### src/rtl/coef_xor_monitor.sv
module coef_xor_monitor #(
  parameter int AW   = 6,
  parameter int A_LO = 0,
  parameter int A_HI = 39,
  parameter int B_LO = 40,
  parameter int B_HI = 49
) (
  input  logic        clk,
  input  logic        rst_n,
  input  logic        ram_we,
  input  logic [AW-1:0] ram_waddr,
  input  logic [23:0] ram_wdata,
  input  logic        frame_tick,
  input  logic [1:0]  rate_mode,
  input  logic [1:0]  go_en,
  input  logic [1:0]  cmp_en,
  input  logic [1:0]  auto_en,
  input  logic [23:0] a_ref,
  input  logic [23:0] b_ref,
  input  logic [2:0]  rd_sel,
  output logic [7:0]  rd_byte,
  output logic [23:0] a_sum,
  output logic [23:0] b_sum,
  output logic [1:0]  fail,
  output logic        reset_req
);
  localparam int DW    = 24;
  localparam int DEPTH = 1 << AW;

  logic [DW-1:0] mem [DEPTH];
  always_ff @(posedge clk) if (ram_we) mem[ram_waddr] <= ram_wdata;

  logic phase;
  wire  full_rate = (rate_mode == 2'b01) || (rate_mode == 2'b10);
  wire  upd       = frame_tick && (full_rate || !phase);

  always_ff @(posedge clk or negedge rst_n)
    if (!rst_n)          phase <= 1'b0;
    else if (frame_tick) phase <= ~phase;

  logic [DW-1:0] ref_w [2];
  logic [DW-1:0] sum_w [2];
  logic [1:0]    req_w;

  assign ref_w[0] = a_ref;
  assign ref_w[1] = b_ref;

  for (genvar g = 0; g < 2; g++) begin : g_bank
    localparam int LO = (g == 0) ? A_LO : B_LO;
    localparam int HI = (g == 0) ? A_HI : B_HI;

    logic          busy, go_d, fail_r, req_r;
    logic [AW-1:0] ptr;
    logic [DW-1:0] acc, sum_r;
    wire  [DW-1:0] nxt   = acc ^ mem[ptr];
    wire           start = go_en[g] && (upd || !go_d);

    always_ff @(posedge clk or negedge rst_n)
      if (!rst_n) begin
        busy   <= 1'b0;
        go_d   <= 1'b0;
        ptr    <= '0;
        acc    <= '0;
        sum_r  <= '0;
        fail_r <= 1'b1;
        req_r  <= 1'b0;
      end else begin
        go_d  <= go_en[g];
        req_r <= 1'b0;
        if (!go_en[g]) begin
          busy <= 1'b0;
        end else if (start) begin
          busy <= 1'b1;
          ptr  <= AW'(LO);
          acc  <= '0;
        end else if (busy) begin
          acc <= nxt;
          ptr <= ptr + 1'b1;
          if (ptr == AW'(HI)) begin
            busy  <= 1'b0;
            sum_r <= nxt;
            if (cmp_en[g]) begin
              fail_r <= (nxt != ref_w[g]);
              req_r  <= auto_en[g] && (nxt != ref_w[g]);
            end
          end
        end
      end

    assign sum_w[g] = sum_r;
    assign fail[g]  = fail_r;
    assign req_w[g] = req_r;
  end

  assign a_sum     = sum_w[0];
  assign b_sum     = sum_w[1];
  assign reset_req = |req_w;

  always_comb
    case (rd_sel)
      3'd0:    rd_byte = a_sum[23:16];
      3'd1:    rd_byte = a_sum[15:8];
      3'd2:    rd_byte = a_sum[7:0];
      3'd3:    rd_byte = b_sum[23:16];
      3'd4:    rd_byte = b_sum[15:8];
      3'd5:    rd_byte = b_sum[7:0];
      default: rd_byte = 8'h00;
    endcase
endmodule


### config.mk
export PLATFORM = sky130hd
export DESIGN_NAME = coef_xor_monitor
export DESIGN_NICKNAME = d
export VERILOG_FILES = /design/src/rtl/coef_xor_monitor.sv
export SDC_FILE = /design/constraint.sdc
export NUM_CORES = 2
export LEC_CHECK = 0
export ABC_CLOCK_PERIOD_IN_PS = 3200
export CAP_MARGIN = 20
export CORE_UTILIZATION = 35
export CTS_BUF_LIST = sky130_fd_sc_hd__clkbuf_2 sky130_fd_sc_hd__clkbuf_4 sky130_fd_sc_hd__clkbuf_8
export DETAILED_ROUTE_END_ITERATION = 16
export PLACE_DENSITY = 0.54
export SLEW_MARGIN = 15
export SYNTH_ARGS = -nofsm -noshare
export SYNTH_HDL_FRONTEND = slang
export SYNTH_SLANG_ARGS = --single-unit
### constraint.sdc
create_clock -name clk -period 3.2 [get_ports clk]
set_input_delay 0.48 -clock clk [delete_from_list [all_inputs] [get_ports clk]]
set_output_delay 0.48 -clock clk [all_outputs]
set_load 0.05 [all_outputs]
=== Word level (Yosys, flattened, before mapping) ===
Memory sizes are Yosys's and may differ from the RTL's.
Cells that the tools add are included.

* Memories kept: 1
* Logic and storage cells: 85
* Memory bits (read-only): 0
* Bits in registers: 117
* RAM bits: 1536
* Output and inout bits: 59
* Bits in latches: 0
* Input port bits: 93

* $mul: 0
* $add $sub $neg: 2
* Muxes and demuxes: 29
* Order comparisons: 0
* Bitwise gates (word level): 5
* Reduce and logical (&&, ||, !) cells: 22
* Div/mod/pow operators: 0
* Eq/ne operators: 11
* Shift-type cells: 0

{| class="wikitable"
|+ Memories
! name !! depth !! width !! rd ports !! clocked after memory_dff !! wr ports !! line !! text
|-
| mem || 64 || 24 || 2 || 0 || 1 || 30 || <nowiki>logic [DW-1:0] mem [DEPTH];</nowiki>
|}

{| class="wikitable"
|+ Operator list
! operator !! number
|-
| 2-to-1 mux 24 bit || 4
|-
| inequality test 24 bit || 2
|-
| one-hot mux 8 bit (6 select lines) || 1
|-
| bitwise XOR 24 bit || 2
|-
| 2-to-1 mux 6 bit || 4
|-
| 2-to-1 mux 1 bit || 20
|-
| adder 6 x 1 -> 6 bit, second input constant || 2
|-
| == test 6 bit, second input constant || 2
|-
| AND reduction 5 bit || 2
|-
| AND reduction 4 bit || 2
|-
| == test 3 x 2 -> 1 bit, second input constant || 2
|-
| == test 3 bit, second input constant || 2
|-
| logical AND 1 bit || 5
|-
| logical OR 1 bit || 4
|-
| AND reduction 2 bit || 2
|-
| nonzero test 2 bit || 2
|-
| == test 3 x 1 -> 1 bit, second input constant || 1
|-
| logical NOT 1 bit || 3
|-
| logical NOT 3 bit || 1
|-
| inverter 1 bit || 3
|-
| == test 2 x 1 -> 1 bit, second input constant || 1
|-
| == test 2 bit, second input constant || 1
|-
| OR reduction 2 bit || 1
|}

=== Logic depth before layout (Yosys ltp) ===
An unclocked memory read counts as a cell.

* Word-level depth: 9
* Mapped depth: 16
* Gate-level depth less buffers: 10

=== Worst setup path before layout ===
Ideal clock, no wire load.

* Path type: reg2reg
* From: reg g_bank[1].ptr[0]
* To: reg g_bank[1].fail_r
* Arrival time: 3142 ps
* Required time: 3098 ps
* Clock period less this slack: 3244 ps
* Path buffers: 4
* Setup slack: -44 ps
* Cell stages (with the launch flop): 15
* Library setup time: 102 ps
* Cell sequence: dfrtp_1 -> buf_4 -> buf_6 -> buf_6 -> buf_6 -> mux2_2 -> a221oi_1 -> nand3_1 -> a22oi_1 -> xnor2_1 -> o221ai_1 -> a221oi_1 -> nand4_1 -> nor4_1 -> a41oi_1

* Word-level cells in the longest chain between the ends: 3
* Elaborated cells between the ends (all ways): 5
* Classes of those cells: 2 x eq/ne; 1 x bitwise; 1 x reduce/logical; 1 x memory

{| class="wikitable"
|+ RTL lines
! what !! line !! text
|-
| start: declaration || 53 || <nowiki>logic [AW-1:0] ptr;</nowiki>
|-
| start signal: assignment || 74 || <nowiki>ptr <= AW'(LO);</nowiki>
|-
| start signal: assignment || 78 || <nowiki>ptr <= ptr + 1'b1;</nowiki>
|-
| memory read (64 x 24 bit) || -- ||
|-
| bitwise XOR 24 bit || 55 || <nowiki>wire [DW-1:0] nxt = acc ^ mem[ptr];</nowiki>
|-
| inequality test 24 bit || 83 || <nowiki>fail_r <= (nxt != ref_w[g]);</nowiki>
|-
| end signal: assignment || 83 ||
|-
| end: declaration || 52 || <nowiki>logic busy, go_d, fail_r, req_r;</nowiki>
|}

Several ways; a longest one is shown, not always the timed one.
A chain may end at the register's enable or synchronous reset.

=== Final worst setup path ===
Same ends and word-level chain as after synthesis.

==> summary.md <==
| Metric | Value |
|---|---|
| Initial antenna violation count | `16` |
| Top Ports | `between 150 and 200` |
| Die Width | `approximately 480 um` |
| Number of fill cells in the layout | `19522` |
| TritonRoute pass-1 iters | `8` |
| Routed Antenna Nets | `0` |
| RSZ-0062 raised after global routing | `true` |
| Mean Syn Cell Area | `17.01 um2` |
| EDFF count, synth | `1536` |
| Area Growth Syn to Fin | `28.26%` |
| Cell mode on critical path | `buf_4` |
| Core area | `0.2253 mm2` |
| Max Transition Viols Final | `0` |
| Crit-path cells | `buf_4 -> buf_12 -> buf_16 -> buf_16 -> mux2i_1 -> a22oi_2 -> a21oi_2 -> nor4_4 -> buf_4 -> mux2i_2 -> xor2_1 -> a221oi_1 -> o2111ai_1 -> nor4_4 -> buf_4 -> a41oi_2` |
| Final period util | `123.0%` |
| Status | `complete, but fails checks` |
| Die Footprint | `0.2292 mm2` |
| Reg2reg start | `g_bank[1].ptr[0]` |
| Worst vdd ir | `approximately 0.00042 V` |
| First-pass GRT wire length | `442.2 mm` |
| Primary FF master, synth | `edfxtp_1` |
| Initial Util | `a little over a third` |
| Routability Congestion | `0.9422` |
| # rows | `174` |
| Max incr delay on CP | `around 0.6 ns` |
| Initial DRC count | `7574` |
| Final setup violating endpoints | `15` |
| Final HPWL DP | `~220 mm` |
| Synth Instances | `4676` |
| Post-Route M1 WL | `approximately 130 mm` |
| Area leader, netlist | `edfxtp_1` |
| Die Y | `478.8 um` |
| Root buf cell | `clkbuf_8` |
| Fmax | `around 250 MHz` |
| Overflow after GRT | `0` |
| Slowest cell on crit path | `nor4_4` |
| WL met2 | `around 150 mm` |
| WP data arrival | `4.89 ns` |
| Cts bufs inserted | `a little under 300` |
| Synthesis Warnings | `0` |
| Vias in the first global route | `54087` |
| Top Family by Delay on Critical Path | `buffers and inverters` |
| H-tree Lvls | `5` |
| Most frequent cell after synthesis | `edfxtp_1` |
| Drt drc | `0` |
| Fin Clk Skew | `0.07788 ns` |
| Area share of the largest cell type after synthesis | `57.97%` |
| Net Count, Synth | `4772` |
| Fin util | `45.29%` |
| CTS clk-pin slew, worst paths | `about 0.070 ns` |
| Port bufs | `151` |
| Post-synth top cells | `edfxtp_1, mux4_2, mux2i_1, nand2_1` |
| Critical Path RT | `4.15 ns` |
| Crit path from | `g_bank[1].ptr[0]` |
| FFs w/ async S/R, synth | `7.078%` |
| Highest Signal Layer | `met5` |
| Total GRT Usage | `roughly 28%` |
| Fin. Hold Viols | `0` |
| WL/cell | `roughly 36 um` |
| Max cap viols | `0` |
| CP endpoint kind | `register` |
| Power after layout | `around 0.051 W` |
| Via count | `54692` |
| Clock Latency Late Sink | `1.07 ns` |
| CTS Sinks | `about 1700` |
| Synth cell types | `102` |
| Failing checks | `setup timing` |
| Worst path bufs/invs | `6` |
| DR vias/cell | `6.035` |
| Hold Crit Class | `in2reg` |
| Slew headroom | `32.22%` |
| Met3 WL | `33.50 mm` |
| Static leakage | `33.70 nW` |
| Worst slew pin tran | `1.017 ns` |
| Synth top area cells | `edfxtp_1, mux4_2, mux2i_1` |
| Layout cells sized above 1 | `41.26%` |
| Seq/Total Area, Yosys | `61.66%` |
| Worst-path maximum fanout | `8` |
| Min setup slack post-route | `-0.7351 ns` |
| Setup CP Type | `reg2reg` |
| Final WL | `around 330 mm` |
| Final min period | `between 3 and 4 ns` |
| Pwr dens | `between 500 and 600 mW/mm2` |
| Synth Cell Area | `0.07956 mm2` |
| #FFs+latches synth | `~1700` |
| Hold path start | `ram_wdata[13]` |
| Final hold slack | `0.03644 ns` |
| CTS tree | `done` |
| Startpoint types | `register` |
| Largest net degree at the start of global routing | `65` |
| Bufs on Longest Clock Path | `4` |
| Nets | `5961` |
## state kept, by name (all words and copies together), names as in the netlist
| register | count |
|---|---|
| phase | 1 |
| g_bank.busy | 2 |
| g_bank.ptr | 12 |
| g_bank.go_d | 2 |
| mem | 1536 |
| g_bank.acc | 48 |
| g_bank.req_r | 2 |
| g_bank.fail_r | 2 |
| b_sum | 24 |
| a_sum | 24 |
## worst reg2reg max path, stage by stage (launching register included)
cell and delay (ns):
dfrtp_4 0.54, buf_4 0.17, buf_12 0.15, buf_16 0.16, buf_16 0.17, mux2i_1 0.13, a22oi_2 0.22, a21oi_2 0.10
nor4_4 0.60, buf_4 0.26, mux2i_2 0.09, xor2_1 0.16, a221oi_1 0.30, o2111ai_1 0.22, nor4_4 0.29, buf_4 0.17
a41oi_2 0.09
## path summary, 6_finish.rpt
path	slack (ns)	end	cells past startpoint
min reg2reg	0.47	phase	1
min	0.04	mem[48][13]	1
max	-0.74	g_bank[1].fail_r	16
max reg2reg	-0.74	g_bank[1].fail_r	16
min in group asynchronous	0.40	g_bank[1].acc[14]	3
max in group asynchronous	2.21	b_sum[2]	4
## cell families (layout without fill, tap and decap cells)
group	after synthesis	after routing	synth area share (%)
other cells	0	9	0
fa+ha+maj	3	3	0.04718
mux	1084	1084	23.35
simple gates	733	733	4.193
buf+inv	365	1751	3.134
compound gates	734	734	6.476
flops	1653	1653	61.66
xor+xnor	104	104	1.145
## stage by stage
step / area [um2] / TNS [ns] / instances / setup WS (ns)
after global routing: 102000 / -4.005 / 9056 / -0.8084
after detailed placement: 92300 / -18.25 / 8392 / -1.528
after floorplan: 79570 / 0 / 4676 / 0.03062
after CTS: 100200 / -3.022 / 8971 / -0.6181
final: 102000 / -3.153 / 9063 / -0.7351
after global placement: 92270 / -18.74 / 8390 / -1.575
## cell type report
| type | instances | area [um2] | area share, % |
|---|---|---|---|
| multi-input cells | 2658 | 30160 | 29.56 |
| clock buffers | 391 | 4887 | 4.789 |
| diodes | 9 | 22.52 | 0.02207 |
| flip-flops and latches | 1653 | 49090 | 48.10 |
| repair buffers | 1239 | 13380 | 13.11 |
| clock inverters | 102 | 686.9 | 0.6732 |
| inverters | 19 | 77.57 | 0.07602 |
| well taps | 2992 | 3744 | 3.669 |
## metal layers
| metal | up-vias | global-route usage, % |
|---|---|---|
| met1 | 28866 | 37.01 |
| li1 | 21858 | - |
| met2 | 3309 | 42.97 |
| met4 | 10 | 13.29 |
| met3 | 649 | 6.954 |
| met5 | - | 0 |
## what timing repair did
| action | 4_1_cts | 5_1_grt |
|---|---|---|
| endpoints found under the setup margin | 64 | 70 |
| gates resized for setup | 247 | 218 |
| buffers inserted | 61 | 80 |
| hold endpoints to repair | 295 | 132 |
| hold buffers | 15 | 7 |
| pin swaps | 65 | 79 |
| cloned | 17 | 6 |
## cells in the final DEF, fill, tap and decap left out, types with 21 or more instances in the layout
cell	instances
a22oi_1	126
buf_6	53
xnor2_1	48
buf_12	216
a221oi_1	42
dfrtp_1	103
mux2_2	49
dlygate4sd3_1	21
nor2b_1	21
o31ai_1	24
xor2_1	33
nand2_1	351
mux4_2	585
o221ai_1	28
o21ai_0	104
o22ai_1	48
clkbuf_8	312
nand3_1	45
clkinv_1	68
clkdlybuf4s50_1	118
edfxtp_1	1536
mux2i_1	406
buf_2	21
a21oi_1	72
buf_16	25
o21ai_1	43
buf_4	759
nor2_1	65
clkbuf_4	79
nor2_4	70
clkinv_2	23
a22oi_2	27
## power breakdown
part	internal, W	total, W	switching [W]
Clock	0.0107	0.0195	0.00887
Combinational	0.00394	0.00781	0.00387
Sequential	0.0238	0.0240	0.000178
Total	0.0384	0.0514	0.0129
Note: power is estimated with default switching activity, not from simulation.
